[config.mk]
export PLATFORM = sky130hd
export DESIGN_NAME = cell_guard
export DESIGN_NICKNAME = d
export VERILOG_FILES = /design/src/rtl/cell_guard.sv
export SDC_FILE = /design/constraint.sdc
export NUM_CORES = 1
export LEC_CHECK = 0
export ABC_AREA = 1
export BUFFER_PORTS_ARGS = -buffer_cell sky130_fd_sc_hd__buf_2
export CAP_MARGIN = 20
export CELL_PAD_IN_SITES_DETAIL_PLACEMENT = 1
export CELL_PAD_IN_SITES_GLOBAL_PLACEMENT = 2
export CORE_MARGIN = 2
export CORE_UTILIZATION = 40
export CTS_BUF_LIST = sky130_fd_sc_hd__clkbuf_8
export CTS_CLUSTER_SIZE = 16
export DETAILED_ROUTE_END_ITERATION = 7
export GPL_TIMING_DRIVEN = 0
export PLACE_DENSITY_LB_ADDON = 0.1
export SYNTH_ARGS = -nofsm -noshare
export SYNTH_HDL_FRONTEND = slang
export SYNTH_SLANG_ARGS = --single-unit
[constraint.sdc]
create_clock -name clk -period 4.9 [get_ports clk]
set_clock_uncertainty 0.1 [all_clocks]
set_input_delay 0.245 -clock clk [delete_from_list [all_inputs] [get_ports clk]]
set_output_delay 0.245 -clock clk [all_outputs]
set_load 0.02 [all_outputs]
[src/rtl/cell_guard.sv]
module cell_guard #(
  parameter int QTR_CYCLES = 31_250_000,
  parameter int SLOW_QTRS  = 4,
  parameter int OV_CONFIRM = 4,
  parameter int UV_CONFIRM = 4,
  parameter int OCC_DLY    = 1_000_000,
  parameter int OCD_DLY    = 500_000
) (
  input  logic clk,
  input  logic rst_n,
  input  logic en,
  input  logic v_hi,
  input  logic v_hi_margin,
  input  logic v_hyst_lo,
  input  logic v_lo,
  input  logic oc_chg,
  input  logic oc_dsg,
  input  logic chg_det,
  input  logic load_det,
  output logic gate_on,
  output logic bypass_on,
  output logic full,
  output logic sleep
);

  localparam int QW = $clog2(QTR_CYCLES);
  localparam int PW = $clog2(SLOW_QTRS);
  localparam int OW = $clog2(OV_CONFIRM);
  localparam int UW = $clog2(UV_CONFIRM);
  localparam int CW = $clog2(OCC_DLY + 1);
  localparam int DW = $clog2(OCD_DLY + 1);
  localparam logic [QW-1:0] Q_LAST  = QW'(QTR_CYCLES - 1);
  localparam logic [PW-1:0] P_LAST  = PW'(SLOW_QTRS - 1);
  localparam logic [OW-1:0] OV_LAST = OW'(OV_CONFIRM - 1);
  localparam logic [UW-1:0] UV_LAST = UW'(UV_CONFIRM - 1);
  localparam logic [CW-1:0] OCC_MAX = CW'(OCC_DLY);
  localparam logic [DW-1:0] OCD_MAX = DW'(OCD_DLY);

  logic [QW-1:0] pre;
  logic [PW-1:0] phase;
  logic [OW-1:0] ov_cnt;
  logic [UW-1:0] uv_cnt;
  logic [CW-1:0] occ_cnt;
  logic [DW-1:0] ocd_cnt;
  logic ovc_trip, od_trip, occ_trip, ocd_trip, full_r;
  logic q_tick, smp, ov_fire, uv_fire, uv_qual;

  assign q_tick  = (pre == Q_LAST);
  assign smp     = q_tick & ((ov_cnt != '0) | (phase == P_LAST));
  assign ov_fire = smp & v_hi & (v_hi_margin | (ov_cnt == OV_LAST));
  assign uv_qual = v_lo & ~v_hi;
  assign uv_fire = smp & uv_qual & (uv_cnt == UV_LAST);

  assign gate_on   = en & ~(ovc_trip | od_trip | occ_trip | ocd_trip);
  assign bypass_on = en & full_r;
  assign full      = en & full_r;
  assign sleep     = ~en;

  always_ff @(posedge clk or negedge rst_n) begin
    if (!rst_n) begin
      pre <= '0; phase <= '0; ov_cnt <= '0; uv_cnt <= '0;
    end else if (!en) begin
      pre <= '0; phase <= '0; ov_cnt <= '0; uv_cnt <= '0;
    end else begin
      pre <= q_tick ? '0 : pre + 1'b1;
      if (smp) begin
        phase  <= '0;
        ov_cnt <= (v_hi && !ov_fire) ? ov_cnt + 1'b1 : '0;
        uv_cnt <= (uv_qual && !uv_fire) ? uv_cnt + 1'b1 : '0;
      end else if (q_tick) begin
        phase <= phase + 1'b1;
      end
    end
  end

  always_ff @(posedge clk or negedge rst_n) begin
    if (!rst_n) begin
      ovc_trip <= 1'b0; od_trip <= 1'b0; full_r <= 1'b0;
    end else if (!en) begin
      ovc_trip <= 1'b0; od_trip <= 1'b0; full_r <= 1'b0;
    end else begin
      if (ovc_trip) begin
        if (load_det || v_hyst_lo) ovc_trip <= 1'b0;
      end else if (ov_fire) begin
        ovc_trip <= 1'b1;
      end
      if (od_trip) begin
        if (chg_det) od_trip <= 1'b0;
      end else if (uv_fire) begin
        od_trip <= 1'b1;
      end
      full_r <= ov_fire | (full_r & v_hi);
    end
  end

  always_ff @(posedge clk or negedge rst_n) begin
    if (!rst_n) begin
      occ_cnt <= '0; ocd_cnt <= '0; occ_trip <= 1'b0; ocd_trip <= 1'b0;
    end else if (!en) begin
      occ_cnt <= '0; ocd_cnt <= '0; occ_trip <= 1'b0; ocd_trip <= 1'b0;
    end else begin
      if (!oc_chg) occ_cnt <= '0;
      else if (occ_cnt != OCC_MAX) occ_cnt <= occ_cnt + 1'b1;
      else occ_trip <= 1'b1;
      if (!oc_dsg) ocd_cnt <= '0;
      else if (ocd_cnt != OCD_MAX) ocd_cnt <= ocd_cnt + 1'b1;
      else ocd_trip <= 1'b1;
    end
  end

  p_sleep_clear_r1: assert property (@(posedge clk) disable iff (!rst_n)
    !en |=> !full_r && !ovc_trip && !od_trip && !occ_trip && !ocd_trip);

  p_ovc_cause_r3: assert property (@(posedge clk) disable iff (!rst_n)
    $rose(ovc_trip) |-> $past(v_hi));

  p_full_with_trip_r6: assert property (@(posedge clk) disable iff (!rst_n)
    $rose(full_r) |-> ovc_trip);

  p_full_release_r6: assert property (@(posedge clk) disable iff (!rst_n)
    full_r && !v_hi |=> !full_r);

  p_ovc_recover_r7: assert property (@(posedge clk) disable iff (!rst_n)
    ovc_trip && (load_det || v_hyst_lo) |=> !ovc_trip);

  p_od_cause_r8: assert property (@(posedge clk) disable iff (!rst_n)
    $rose(od_trip) |-> $past(v_lo));

  p_od_recover_r9: assert property (@(posedge clk) disable iff (!rst_n)
    od_trip && chg_det |=> !od_trip);

  p_occ_cause_r10: assert property (@(posedge clk) disable iff (!rst_n)
    $rose(occ_trip) |-> $past(oc_chg));

  p_ocd_cause_r11: assert property (@(posedge clk) disable iff (!rst_n)
    $rose(ocd_trip) |-> $past(oc_dsg));

  p_oc_latched_r12: assert property (@(posedge clk) disable iff (!rst_n)
    en && (occ_trip || ocd_trip) |=> occ_trip || ocd_trip);

endmodule

==> flow_summary.ini <==
[floorplan]
fp-row-count = 38
die_y_um = 109
die_w_um = 109
dieArea_um2 = 11800
num_io_pins = 15
core_um2 = 10700
start_util = 0.407

[critical_path]
arrival_ns = 2.09
cp_max_fo = 4
end_kind = flip-flop
crit_type = flip-flop to flip-flop
cp-start-kind = flip-flop
cp.required_ns = 5.06

[timing]
fmaxAchievable_ghz = 0.518
hold_ws_ns = 0.0412
finalSetupTns_ns = 0
finalSetupViolCount = 0
max-slew-margin-rel = 0.650
worst_slew_pin_slew_ns = 0.525
final-hold-violation-count = 0
setup_ws_ns = 2.97
grt_setup_unrepaired = false
final_max_slew_viol_count = 0
period_minus_slack_ns = 1.93
fin_crit_sh = 0.394

[finish]
fin_nets = 642
fill_cells = 1369
drive_above_1_share = 0.0941
area_growth_pct = 11.1
multiInputGateArea_um2 = 2100
antenna_cells = 0
seqCellArea_um2 = 1880
final_util = 0.452

[clock_network]
cts_num_sinks = 75
ctsHoldBuffers = 1
clockBufferDepth = 2
clock-root-buffer = clkbuf_8
cts_resized = 0
path_clk_slew_ns = 0.09
cts_buffers = 9
h-tree-depth = 3
clkLatencyLatePin_ns = 0.37
cts_setup_buffers = 0
cts_tree = yes

[synth]
synth.area.top_cells = dfrtp_1 (43%), nand2_1 (9.9%), nor2_1 (7.4%), inv_1 (7.2%), nand3_1 (4.7%)
yosys.area.top_type_share = 0.429
postSynthCellCount = 595
netlist_area_um2 = 4380
synthesis.nets = 615
yosysWarnings = 0
synth_seq_cells = 75
synth-seq-area-share = 0.429
synth_cell_types = 38
async_reset_ff_frac = 1.00
ys.flop_type = dfrtp_1
yosysTopAreaCell = dfrtp_1
synth_edf_count = 0
syn_avg_cell_area_um2 = 7.35

[placed_design]
io_buffers = 14
gp_congestion = 0.841
dp_slack_ns = 2.98
dpl.hpwl_um = 8870

[power]
power_density_nw_per_um2 = 245
peakVddDrop_mv = 0.109
leakage_nw = 2.18

[global_route]
grt_max_degree = 54
grt_first_pass_wirelength_um = 20200
grt_pass1_vias = 4233
antenna_found_initial = 0
overflow = 0
gr-usage-all-layers = 0.218

[status]
status = finished clean

[routing]
antenna_left = 0
routed_wl_um = 11800
drt_first_pass_iters = 4
num_vias = 4013
drtIter0Drc = 153
post_drt_wl_per_cell_um = 15.4
viasPerCell = 5.23
drc = 0

[run]
drv_cap = 0

[min_path]
hold_path.class = input pin to flip-flop
[state kept, by name, summed over array words and instances (netlist names)]
register  cells
od_trip       1
ovc_trip      1
occ_trip      1
occ_cnt      20
ocd_trip      1
ov_cnt        2
uv_cnt        2
full_r        1
phase         2
ocd_cnt      19
pre          25
[metal layers]
metal  wire length, um  share of wire  global-route usage
met4               230          0.019              0.0824
met1              5510           0.47               0.279
met3               185          0.016              0.0271
met2              5880           0.50               0.376
met5                 0              0                   0
[cell type report]
class / count / share of cell area
buffer: 8 / 0.0129
timing repair buffer: 16 / 0.0226
tap: 140 / 0.0360
inverter: 89 / 0.0687
sequential: 75 / 0.386
clock buffer: 10 / 0.0283
multi-input combinational: 423 / 0.432
clock inverter: 6 / 0.0131
[final timing paths]
path,to,from,cells past startpoint,slack (ns)
setup / recovery,occ_cnt[18]$_DFFE_PN0P_,occ_cnt[0]$_DFFE_PN0P_,8,2.97
min in group asynchronous,pre[22]$_DFF_PN0_,rst_n,2,0.22
hold / removal,ovc_trip$_DFF_PN0_,load_det,4,0.04
hold reg to reg,phase[0]$_DFFE_PN0P_,phase[0]$_DFFE_PN0P_,1,0.39
setup reg to reg,occ_cnt[18]$_DFFE_PN0P_,occ_cnt[0]$_DFFE_PN0P_,8,2.97
max in group asynchronous,occ_cnt[5]$_DFFE_PN0P_,rst_n,3,3.89
[metrics by stage]
step                total power (W)  instances  cell area, um^2
floorplan                  0.000664        595             4380
global placement           0.000694        749             4620
detailed placement         0.000698        750             4650
CTS                         0.00121        767             4860
global route                0.00123        767             4860
finish                      0.00119        767             4860
[power breakdown]
group | total, W | switching, W | internal, W
Clock | 0.000506 | 0.000257 | 0.000249
Sequential | 0.000626 | 0.00000403 | 0.000622
Combinational | 0.0000589 | 0.0000421 | 0.0000169
[kinds of logic after synthesis]
group / after synthesis / synth area share
and+or+nand+nor: 326 / 0.343
buffers and inverters: 97 / 0.0906
AOI/OAI and AO/OA: 81 / 0.0972
DFF: 75 / 0.429
adders and majority gates: 9 / 0.0257
xor gates and xnor gates: 7 / 0.0140
[worst max-delay path, cell delays in order, from the launching register on]
cell	delay [ns]
dfrtp_1	0.41
ha_1	0.22
nand3_1	0.13
nor2_1	0.25
nand3_1	0.18
nor2_1	0.31
nand3_1	0.11
nand2_1	0.08
nor2_1	0.04
[placed cells by master (no fill, tap or decap), types with 3 or more instances in the layout]
cell / n
nand4_1: 30
inv_2: 4
clkbuf_8: 11
inv_1: 84
o21ai_0: 33
o21ai_1: 3
buf_2: 16
nor2_1: 86
dfrtp_1: 75
xor2_1: 5
a31oi_1: 3
or2_2: 3
nand2_1: 115
nand3_1: 41
a21oi_1: 36
nor3_1: 29
nor4_1: 5
nand3_2: 4
ha_1: 9
nor2_4: 4
[synthesized netlist by cell type, drive strengths merged (3+ instances only)]
library cell  count
a21oi            36
a31oi             3
buf               7
dfrtp            75
ha                9
inv              88
nand2           117
nand3            45
nand4            31
nor2             91
nor3             30
nor4              5
o21ai            37
or2               3
xor2              5
Note: power is estimated with default switching activity, not from simulation.
